**config.mk**
```make
export PLATFORM = sky130hd
export DESIGN_NAME = prio_intc
export DESIGN_NICKNAME = d
export VERILOG_FILES = /design/src/rtl/prio_intc.sv
export SDC_FILE = /design/constraint.sdc
export NUM_CORES = 1
export LEC_CHECK = 0
export BUFFER_PORTS_ARGS = -buffer_cell sky130_fd_sc_hd__buf_4
export CORE_MARGIN = 2
export CORE_UTILIZATION = 40
export DETAILED_ROUTE_END_ITERATION = 12
export SETUP_SLACK_MARGIN = 0.5
export SYNTH_ARGS = -nofsm -noshare
export SYNTH_HDL_FRONTEND = slang
export SYNTH_SLANG_ARGS = --single-unit
```
**constraint.sdc**
```tcl
create_clock -name clk -period 85.3 [get_ports clk]
set_input_delay 21.325 -clock clk [delete_from_list [all_inputs] [get_ports clk]]
set_output_delay 21.325 -clock clk [all_outputs]
set_load 0.05 [all_outputs]
```
**src/rtl/prio_intc.sv**
```systemverilog
module prio_intc #(
  parameter int PRIO_W      = 5,
  parameter int SYNC_STAGES = 2,
  parameter int AW          = 8
) (
  input  logic          clk,
  input  logic          rst_n,
  input  logic [31:0]   src_i,
  input  logic          bus_sel,
  input  logic          bus_wr,
  input  logic [AW-1:0] bus_addr,
  input  logic [1:0]    bus_be,
  input  logic [15:0]   bus_wdata,
  output logic [15:0]   bus_rdata,
  output logic          irq_o,
  output logic          fiq_o
);
  localparam int NSRC  = 32;
  localparam int NUM_W = $clog2(NSRC);
  localparam int LVL_W = PRIO_W + 2;
  localparam logic [AW-1:0] A_PEND_LO = AW'(8'h00);
  localparam logic [AW-1:0] A_PEND_HI = AW'(8'h02);
  localparam logic [AW-1:0] A_MASK_LO = AW'(8'h04);
  localparam logic [AW-1:0] A_MASK_HI = AW'(8'h06);
  localparam logic [AW-1:0] A_IRQ_NUM = AW'(8'h08);
  localparam logic [AW-1:0] A_FIQ_NUM = AW'(8'h0A);
  localparam logic [AW-1:0] A_CTRL    = AW'(8'h0C);
  localparam logic [AW-1:0] A_LVL     = AW'(8'h20);
  localparam logic [AW-1:0] A_LVL_END = AW'(32'h20 + 2 * NSRC);

  logic [NSRC-1:0]   sync_q [SYNC_STAGES];
  logic [NSRC-1:0]   prev_q, pend_q, mask_q, src_s, hw_set, elig, route_v, edge_v;
  logic [LVL_W-1:0]  lvl_q  [NSRC];
  logic [PRIO_W-1:0] prio_v [NSRC];
  logic [1:0]        act_q, found, ack;
  logic [NUM_W-1:0]  num_q  [2];
  logic [NUM_W-1:0]  best_n [2];
  logic [PRIO_W-1:0] best_p [2];

  wire            wr_en   = bus_sel & bus_wr;
  wire [AW-1:0]   addr_h  = {bus_addr[AW-1:1], 1'b0};
  wire [15:0]     lane    = {{8{bus_be[1]}}, {8{bus_be[0]}}};
  wire [15:0]     clr_lo  = (wr_en && addr_h == A_PEND_LO) ? (lane & ~bus_wdata) : 16'h0;
  wire [15:0]     clr_hi  = (wr_en && addr_h == A_PEND_HI) ? (lane & ~bus_wdata) : 16'h0;
  wire            lvl_hit = (addr_h >= A_LVL) && (addr_h < A_LVL_END);
  wire [AW-1:0]   lvl_off = addr_h - A_LVL;
  wire [NUM_W-1:0] lvl_idx = lvl_off[NUM_W:1];
  wire [15:0]     lvl_cur = 16'(lvl_q[lvl_idx]);
  wire [15:0]     lvl_new = (lvl_cur & ~lane) | (bus_wdata & lane);

  assign src_s = sync_q[SYNC_STAGES-1];
  assign elig  = pend_q & ~mask_q;
  assign ack   = (wr_en && addr_h == A_CTRL && bus_be[0]) ? bus_wdata[1:0] : 2'b00;
  assign irq_o = act_q[0];
  assign fiq_o = act_q[1];

  always_comb begin
    for (int i = 0; i < NSRC; i++) begin
      route_v[i] = lvl_q[i][0];
      edge_v[i]  = lvl_q[i][1];
      prio_v[i]  = lvl_q[i][LVL_W-1:2];
      hw_set[i]  = edge_v[i] ? (src_s[i] & ~prev_q[i]) : src_s[i];
    end
  end

  always_comb begin
    for (int l = 0; l < 2; l++) begin
      found[l]  = 1'b0;
      best_n[l] = '0;
      best_p[l] = '1;
      for (int i = 0; i < NSRC; i++) begin
        if (elig[i] && route_v[i] == 1'(l) && (!found[l] || prio_v[i] < best_p[l])) begin
          found[l]  = 1'b1;
          best_n[l] = NUM_W'(i);
          best_p[l] = prio_v[i];
        end
      end
    end
  end

  always_ff @(posedge clk) begin
    if (!rst_n) begin
      for (int s = 0; s < SYNC_STAGES; s++) sync_q[s] <= '0;
      prev_q <= '0;
    end else begin
      sync_q[0] <= src_i;
      for (int s = 1; s < SYNC_STAGES; s++) sync_q[s] <= sync_q[s-1];
      prev_q <= src_s;
    end
  end

  always_ff @(posedge clk) begin
    if (!rst_n) begin
      pend_q <= '0;
      mask_q <= '1;
    end else begin
      pend_q <= (pend_q & ~{clr_hi, clr_lo}) | hw_set;
      if (wr_en && addr_h == A_MASK_LO)
        mask_q[15:0] <= (mask_q[15:0] & ~lane) | (bus_wdata & lane);
      if (wr_en && addr_h == A_MASK_HI)
        mask_q[31:16] <= (mask_q[31:16] & ~lane) | (bus_wdata & lane);
    end
  end

  always_ff @(posedge clk) begin
    if (!rst_n) begin
      for (int i = 0; i < NSRC; i++) lvl_q[i] <= '0;
    end else if (wr_en && lvl_hit) begin
      lvl_q[lvl_idx] <= lvl_new[LVL_W-1:0];
    end
  end

  always_ff @(posedge clk) begin
    if (!rst_n) begin
      act_q <= '0;
      for (int l = 0; l < 2; l++) num_q[l] <= '0;
    end else begin
      for (int l = 0; l < 2; l++) begin
        if (ack[l]) begin
          act_q[l] <= 1'b0;
        end else if (!act_q[l] && found[l]) begin
          act_q[l] <= 1'b1;
          num_q[l] <= best_n[l];
        end
      end
    end
  end

  always_comb begin
    bus_rdata = '0;
    case (addr_h)
      A_PEND_LO: bus_rdata = pend_q[15:0];
      A_PEND_HI: bus_rdata = pend_q[31:16];
      A_MASK_LO: bus_rdata = mask_q[15:0];
      A_MASK_HI: bus_rdata = mask_q[31:16];
      A_IRQ_NUM: bus_rdata = 16'(num_q[0]);
      A_FIQ_NUM: bus_rdata = 16'(num_q[1]);
      default:   if (lvl_hit) bus_rdata = lvl_cur;
    endcase
  end
endmodule

```
# Word level (Yosys, flattened, before mapping)

Memories as Yosys holds them, arrays and structs flattened.
Cells that the tools add are included.

Bitwise logic cells: 117
Eq/ne operators: 6
Muxes and demuxes: 245
Reductions and logical operators: 266
Order comparisons: 64
$add $sub $neg: 1

Operators with widths:

| cell               | count |
|---|---|
| $mux 5             | 119 |
| $lt 5x5->1         | 62 |
| $logic_and 1x1->1  | 136 |
| $mux 1             | 112 |
| $pmux 16 s6        | 1 |
| $not 1->1          | 65 |
| $and 16x16->16     | 4 |
| $and 32x32->32     | 2 |
| $logic_not 1->1    | 64 |
| $mux 32            | 2 |
| $not 32->32        | 2 |
| $logic_or 1x1->1   | 62 |
| $and 1x1->1        | 33 |
| $mux 16            | 2 |
| $not 16->16        | 2 |
| $or 16x16->16      | 2 |
| $or 32x32->32      | 1 |
| $eq 7x3->1 const B | 3 |
| $eq 7x2->1 const B | 2 |
| $mux 7             | 2 |
| $mux 3             | 4 |
| $ge 8x6->1 const B | 1 |
| $logic_not 8->1    | 1 |
| $lt 8x7->1 const B | 1 |
| 8 further kinds    | 14 |

Memories kept: 3
RAM bits: 298
Output and inout bits: 18
Bits in registers: 98
Input port bits: 62

Memory list:

| name   | depth | width | read ports | clocked after memory_dff | write ports | RTL line | RTL |
|---|---|---|---|---|---|---|---|
| lvl_q  | 32    | 7     | 33         | 0                        | 32          | 33       | `logic [LVL_W-1:0] lvl_q [NSRC];` |
| sync_q | 2     | 32    | 2          | 0                        | 2           | 31       | `logic [NSRC-1:0] sync_q [SYNC_STAGES];` |
| num_q  | 2     | 5     | 2          | 0                        | 2           | 36       | `logic [NUM_W-1:0] num_q [2];` |

# Longest topological paths before layout

Gate-level depths: netlist of the first run.

Depth after elaboration: 134
Depth in mapped cells: 282

# Worst setup path after synthesis of the first run

Ideal clock, no wire load.

Path kind: input -> output
From: input port bus_addr[1]
To: output port bus_rdata[1]
Arrival time: 24.602 ns
Stages on the path: 9
Required time: 63.975 ns
Slack: 39.373 ns
Cells stage by stage: clkbuf_1 > clkbuf_1 > clkbuf_1 > buf_1 > clkbuf_1 > clkbuf_1 > mux2i_1 > nor2_1 > a221o_1

Cells in the longest elaborated chain, start to end: 4
Elaborated cells on any way between the ends: 13
Those cells by class: add/sub: 1; order compare: 2; eq/ne: 5; mux: 2; reduce/logical: 2; memory: 1

Ends and longest elaborated chain:

| what                                              | RTL line | RTL |
|---|---|---|
| from (decl)                                       | 11       | `input logic [AW-1:0] bus_addr,` |
| $sub 6x6->6 (tied with other cells)               | 46       | `wire [AW-1:0] lvl_off = addr_h - A_LVL;` |
| $mem_v2 32x7 or $logic_and 1x1->1 (tied branches) | n/a      |  |
| $mux 7                                            | 138      | `default: if (lvl_hit) bus_rdata = lvl_cur;` |
| $pmux 16 s6 *                                     | 131      | `case (addr_h)` |
| to (decl)                                         | 14       | `output logic [15:0] bus_rdata,` |

Every way passes the cells marked *; elsewhere a longest branch is shown, timed or not.

==> results.sh, run 1 <==
export IMPL_status="finished clean"
export IMPL_htree_num_levels=2
export IMPL_cp_arrival_ns=55.13
export IMPL_cap_violations=0
export IMPL_rows=104
export IMPL_gr_usage_all_layers=0.269
export IMPL_grt_busiest_layer="met1"
export IMPL_grt_use_met1=0.405
export IMPL_die_x_um=290
export IMPL_fin_crit_ns=54.72
export IMPL_power_frac_comb=0.100
export IMPL_path_clk_slew_ns=0.06
export IMPL_grt_antenna_before_repair=8
export IMPL_ioPinCount=80
export IMPL_synth_area_leaders="edfxtp_1 (22%), dfxtp_1 (9.9%), nand2_1 (5.9%)"
export IMPL_r2r_setup_slack_ns=30.58
export IMPL_synth_commonest_cells="nand2_1 (512), nor2_1 (497), edfxtp_1 (234), o21ai_0 (191), inv_1 (177)"
export IMPL_vias=30800
export IMPL_cts_tree="done"
export IMPL_cellPowerDensity_mw_per_mm2=13.1
export IMPL_layout_cells_non_filler=4947
export IMPL_io_buffer_count=78
export IMPL_post_cts_buffers=0
export IMPL_hold_viol=0
export IMPL_synth_edf_count=234
export IMPL_start_util=0.405
export IMPL_antenna_left=0
export IMPL_critical_path_endpoint_type="register"
export IMPL_critPathKind="register to register"
export IMPL_numPlacedInstances=4866
export IMPL_vias_per_cell=6.23
export IMPL_syn2layout_area_growth_pct=9.14
export IMPL_die_area_mm2=0.0839
export IMPL_grt_pass1_vias=28100
export IMPL_multi_input_area_mm2=0.0211
export IMPL_die_y_um=290
export IMPL_rsz0062_at_grt="no"
export IMPL_fin_ws_ns=30.58
export IMPL_synthesis_area_mm2=0.0326
export IMPL_cts_root_buffer="clkbuf_16"
export IMPL_tightest_slew_ns=1.07
export IMPL_ir_drop_uv=16.6
export IMPL_p_leak_nw=14.7
export IMPL_relSlewSlack=0.280
export IMPL_yosysTopAreaCell="edfxtp_1"
export IMPL_drc=0
export IMPL_min_path_type="register to register"
export IMPL_seqPwrFrac=0.471
export IMPL_cts_sinks=396
export IMPL_grt_max_degree=76
export IMPL_drive_gt1_frac=0.115
export IMPL_cts_resized=0
export IMPL_switching_power_w=0.000119
export IMPL_finalClockSkew_ns=0.0302
export IMPL_power_share_switching=0.254
export IMPL_grtUsageMet3=0.0376
export IMPL_cp_common_cell="ha_1"
export IMPL_core_area_mm2=0.0807
export IMPL_ys_ff_latch=396
export IMPL_fmax_mhz=18.3
export IMPL_finalPower_w=0.000467
export IMPL_required_ns=85.70
export IMPL_overflow=0
export IMPL_crit_path_max_incr_delay_ns=0.83
export IMPL_place_ws_ns=31.46
export IMPL_slew_violations=0
export IMPL_setup_tns_ns=0
export IMPL_critical_path_peak_fanout=13
export IMPL_postCtsHoldBufs=0
export IMPL_clock_path_buffers=3
export IMPL_use_met2=0.400
export IMPL_worstSkewPairLatency_ns=0.58
export IMPL_syn_avg_cell_area_um2=8.42
export IMPL_dr_pass1_iters=8
export IMPL_crit_buf_inv=24
export IMPL_syn_nets=4072
export IMPL_ys_types=125
export IMPL_ys_flop_type="edfxtp_1"
export IMPL_cp_top_family="compound AO/OA/AOI/OAI gates"
export IMPL_ys_seq_area_frac=0.315
export IMPL_fillCellCount=8027
export IMPL_pwr_share_clk=0.429
export IMPL_routed_wl_mm=115
export IMPL_dpl_hpwl_mm=89.3
export IMPL_slowest_stage="a311oi_1"
export IMPL_p_int_w=0.000348
export IMPL_ys_warn_count=0
export IMPL_gp_congestion=0.965
export IMPL_finalSetupViolations=0
export IMPL_synthCells=3878
export IMPL_start_kind="register"
export IMPL_async_flop_share=0
export IMPL_wire_per_inst_um=23.3
export IMPL_drt_iter0_drc=3485
export IMPL_period_share=0.642
export IMPL_yosysMostFrequentCell="nand2_1"
export IMPL_nets=4044
export IMPL_synth_top_area_frac=0.215
export IMPL_grt_pass1_wl_mm=174
export IMPL_cts_made_buffers=42
export IMPL_seqCellArea_mm2=0.0103
-- worst reg2reg max path, delay by kind of cell, from the launching register on --
family,cells,cell delay (ns)
AOI/OAI and AO/OA,106,27.47
adders and majority gates,32,8.81
muxes,11,3.47
and+or+nand+nor,67,12.23
DFF,1,0.67
buffers and inverters,24,1.94
-- power by group through the flow --
stage                     Clock, W  Combinational (W)  Sequential [W]
after floorplan                  0          0.0000311        0.000216
after global placement           0          0.0000455        0.000223
after detailed placement         0          0.0000458        0.000224
after CTS                 0.000202          0.0000460        0.000219
after global routing      0.000209          0.0000495        0.000220
final                     0.000200          0.0000467        0.000220
-- layout by cell type, fill, tap and decap left out, drive strengths merged, types with 30 or more instances in the layout --
cell type / Yosys / final
o21ai: 209 / 209
nand3: 122 / 122
clkbuf: 135 / 63
a211oi: 41 / 41
nand2: 515 / 515
nor2b: 34 / 34
nand3b: 40 / 40
o31ai: 30 / 30
a31oi: 52 / 52
or3: 38 / 38
mux2i: 72 / 72
nor3b: 35 / 35
ha: 132 / 132
nor2: 500 / 500
dfxtp: 162 / 162
nor3: 78 / 78
nand2b: 44 / 44
mux4: 85 / 85
a21o: 48 / 48
inv: 177 / 178
a21oi: 180 / 180
and3: 52 / 52
o22ai: 35 / 35
and2: 135 / 135
o21a: 41 / 41
or2: 30 / 30
buf: 35 / 98
mux2: 54 / 54
edfxtp: 234 / 234
o211ai: 79 / 79
-- stage by stage --
| step | cell area, um2 | hold slack (ns) | util |
|---|---|---|---|
| 2_1_floorplan | 32600 | 0.412 | - |
| 3_3_place_gp | 34100 | 0.413 | 0.422 |
| 3_5_place_dp | 34100 | 0.420 | 0.422 |
| 4_1_cts | 35600 | 0.423 | 0.441 |
| 5_1_grt | 35600 | 0.444 | 0.441 |
| 6_report | 35600 | 0.421 | 0.442 |
-- cell type report --
| cell class | instances | area share |
|---|---|---|
| clock buffers | 63 | 0.0369 |
| clock inverters | 15 | 0.00643 |
| repair buffers | 98 | 0.0209 |
| inverters | 177 | 0.0187 |
| diodes | 3 | 0.000211 |
| flip-flops and latches | 396 | 0.288 |
| multi-input cells | 3135 | 0.591 |
| well taps | 1060 | 0.0372 |
-- sequential cells by signal, summed over array words and instances, names as in the netlist, named ones only --
signal / cells
lvl_q: 224
num_q: 10
pend_q: 32
prev_q: 32
act_q: 2
sync_q: 64
-- layer usage --
| layer | vias to the layer above | wire length (um) |
|---|---|---|
| li1 | 14400 | - |
| met1 | 14800 | 52600 |
| met2 | 1440 | 48500 |
| met3 | 195 | 10700 |
| met4 | 10 | 3240 |
| met5 | - | 52 |
-- final timing paths --
| path | startpoint | to | depth (start not counted) |
|---|---|---|---|
| setup / recovery | pend_q[0] | num_q[0][3] | 240 |
| hold / removal | sync_q[0][14] | sync_q[0][46] | 1 |
| setup reg to reg | pend_q[0] | num_q[0][3] | 240 |
| hold reg to reg | sync_q[0][14] | sync_q[0][46] | 1 |
-- logic make-up (layout without fill, tap and decap cells) --
| group | count (synthesis) | count (layout) | synth area share |
|---|---|---|---|
| AOI/OAI and AO/OA | 1014 | 1014 | 0.222 |
| DFF | 396 | 396 | 0.315 |
| and+or+nand+nor | 1729 | 1729 | 0.256 |
| xor gates and xnor gates | 28 | 28 | 0.00751 |
| adders and majority gates | 153 | 153 | 0.0571 |
| muxes | 211 | 211 | 0.0999 |
| buffers and inverters | 347 | 353 | 0.0428 |
| other | 0 | 3 | 0 |
Note: power is estimated with default switching activity, not from simulation.
==> run 2: changes to the inputs <==
==> constraint.sdc (replaced) <==
create_clock -name clk -period 50.8 [get_ports clk]
set_input_delay 12.7 -clock clk [delete_from_list [all_inputs] [get_ports clk]]
set_output_delay 12.7 -clock clk [all_outputs]
set_load 0.05 [all_outputs]
==> run 2 against run 1 <==
Sequential cell count did not move. Die area did not move. Sequential power rose by 68%. Total power rose by 63%. Register-to-register slack got worse by 27 ns. Clock-buffer cell count fell by 10. Sequential share of layout area fell by 1.1 points. Fmax rose by 16%. Core utilization rose by 1.8 points. Highest routed layer unchanged. Wire length rose by 1.5%.
==> results.sh, run 2 (same netlist as run 1, synthesis figures left out) <==
export IMPL_status="finished clean"
export IMPL_dpl_hpwl_mm=89.6
export IMPL_grt_antenna_before_repair=5
export IMPL_place_ws_ns=0.549
export IMPL_fin_ws_ns=3.57
export IMPL_gr_usage_all_layers=0.271
export IMPL_r2r_setup_slack_ns=3.57
export IMPL_dr_pass1_iters=6
export IMPL_top_regs="lvl_q (224), sync_q (64)"
export IMPL_die_x_um=290
export IMPL_period_share=0.930
export IMPL_tightest_slew_ns=1.06
export IMPL_grt_max_degree=122
export IMPL_finalClockSkew_ns=0.0259
export IMPL_core_area_mm2=0.0807
export IMPL_clock_path_buffers=3
export IMPL_setup_tns_ns=0
export IMPL_cts_sinks=396
export IMPL_cts_root_buffer="clkbuf_16"
export IMPL_grt_pass1_vias=28400
export IMPL_rsz0062_at_grt="no"
export IMPL_vias=31300
export IMPL_cap_violations=0
export IMPL_finalSetupViolations=0
export IMPL_cp_arrival_ns=47.65
export IMPL_cts_made_buffers=42
export IMPL_p_leak_nw=15.3
export IMPL_critical_path_peak_fanout=10
export IMPL_largest_register="lvl_q"
export IMPL_relSlewSlack=0.295
export IMPL_rows=104
export IMPL_overflow=0
export IMPL_nets=4167
export IMPL_hold_viol=0
export IMPL_path_clk_slew_ns=0.06
export IMPL_fin_crit_ns=47.23
export IMPL_htree_num_levels=2
export IMPL_fillCellCount=7885
export IMPL_fmax_mhz=21.2
export IMPL_cts_tree="done"
export IMPL_slew_violations=0
export IMPL_ir_drop_uv=28.9
export IMPL_largest_reg_flops=224
export IMPL_slowest_stage="or3b_2"
export IMPL_drt_iter0_drc=3267
export IMPL_min_path_type="register to register"
export IMPL_die_y_um=290
export IMPL_syn2layout_area_growth_pct=13.6
export IMPL_cp_common_cell="ha_1"
export IMPL_worstHoldStart="sync_q[0][5]"
export IMPL_worstSkewPairLatency_ns=0.58
export IMPL_routed_wl_mm=117
export IMPL_final_common_cell="nand2_1"
export IMPL_grt_pass1_wl_mm=175
export IMPL_start_util=0.405
export IMPL_layout_cells_non_filler=5068
export IMPL_layout_common_cells="nand2_1 (507), nor2_1 (485), edfxtp_1 (234), buf_4 (217), inv_1 (177)"
export IMPL_drc=0
export IMPL_antenna_left=0
export IMPL_gp_congestion=0.976
export IMPL_numPlacedInstances=4947
export IMPL_crit_path_max_incr_delay_ns=0.51
export IMPL_wire_per_inst_um=23.0
export IMPL_critical_path_endpoint_type="register"
export IMPL_die_area_mm2=0.0839
export IMPL_start_kind="register"
export IMPL_cellPowerDensity_mw_per_mm2=20.6
export IMPL_critPathKind="register to register"
export IMPL_drive_gt1_frac=0.166
export IMPL_vias_per_cell=6.17
export IMPL_required_ns=51.22
export IMPL_io_buffer_count=78
export IMPL_ioPinCount=80
## run 2: what timing repair did
item / 4_1_cts / 5_1_grt
endpoints found under the setup margin: 5 / 10
gates resized for setup: 1 / 155
hold buffers: 0 / 0
cloned: 0 / 0
pin swaps: 0 / 31
hold endpoints to repair: 0 / 0
buffers inserted: 0 / 42
## run 2: where the power goes
group / leakage (nW) / internal, W / switching [W]
Combinational: 10.9 / 0.0000297 / 0.0000507
Clock: 0.693 / 0.000183 / 0.000130
Sequential: 3.74 / 0.000351 / 0.0000185
## run 2: metrics by stage
stage                     hold slack [ns]  cell area, um2  total power (W)  utilization
after floorplan                     0.412           32600         0.000415            -
after global placement              0.414           34700         0.000452        0.430
after detailed placement            0.418           34700         0.000453        0.430
after CTS                           0.431           36100         0.000763        0.447
after global routing                0.438           37100         0.000784        0.460
final                               0.429           37100         0.000763        0.460
## run 2: layout make-up
cell class | instances | area [um2] | area share
timing repair buffer | 221 | 1680 | 0.0452
clock buffer | 53 | 1160 | 0.0314
multi-input combinational | 3135 | 21700 | 0.586
antenna | 2 | 5.00 | 0.000135
tap | 1060 | 1330 | 0.0358
sequential | 396 | 10300 | 0.277
inverter | 177 | 664 | 0.0179
clock inverter | 24 | 244 | 0.00658
## run 2: metal layers
layer | global-route usage | vias to the layer above | part of all wire
li1 | - | 14600 | -
met5 | 0 | - | 0.00027
met1 | 0.409 | 15000 | 0.46
met4 | 0.0755 | 4 | 0.029
met3 | 0.0376 | 180 | 0.087
met2 | 0.402 | 1418 | 0.42
## run 2: worst paths after layout
check                   to  cells past startpoint
max            num_q[0][3]                    250
min          sync_q[0][37]                      1
max reg2reg    num_q[0][3]                    250
min reg2reg  sync_q[0][37]                      1
## run 2: worst max-delay path: cells and delay by family (launching register included)
| family | cells | cell delay [ns] |
|---|---|---|
| multiplexers | 11 | 3.07 |
| adder cells (fa/ha/maj) | 33 | 8.93 |
| AO/OA/AOI/OAI | 107 | 20.25 |
| flip-flops | 1 | 0.41 |
| buffers and inverters | 30 | 3.09 |
| AND/OR/NAND/NOR | 69 | 11.19 |
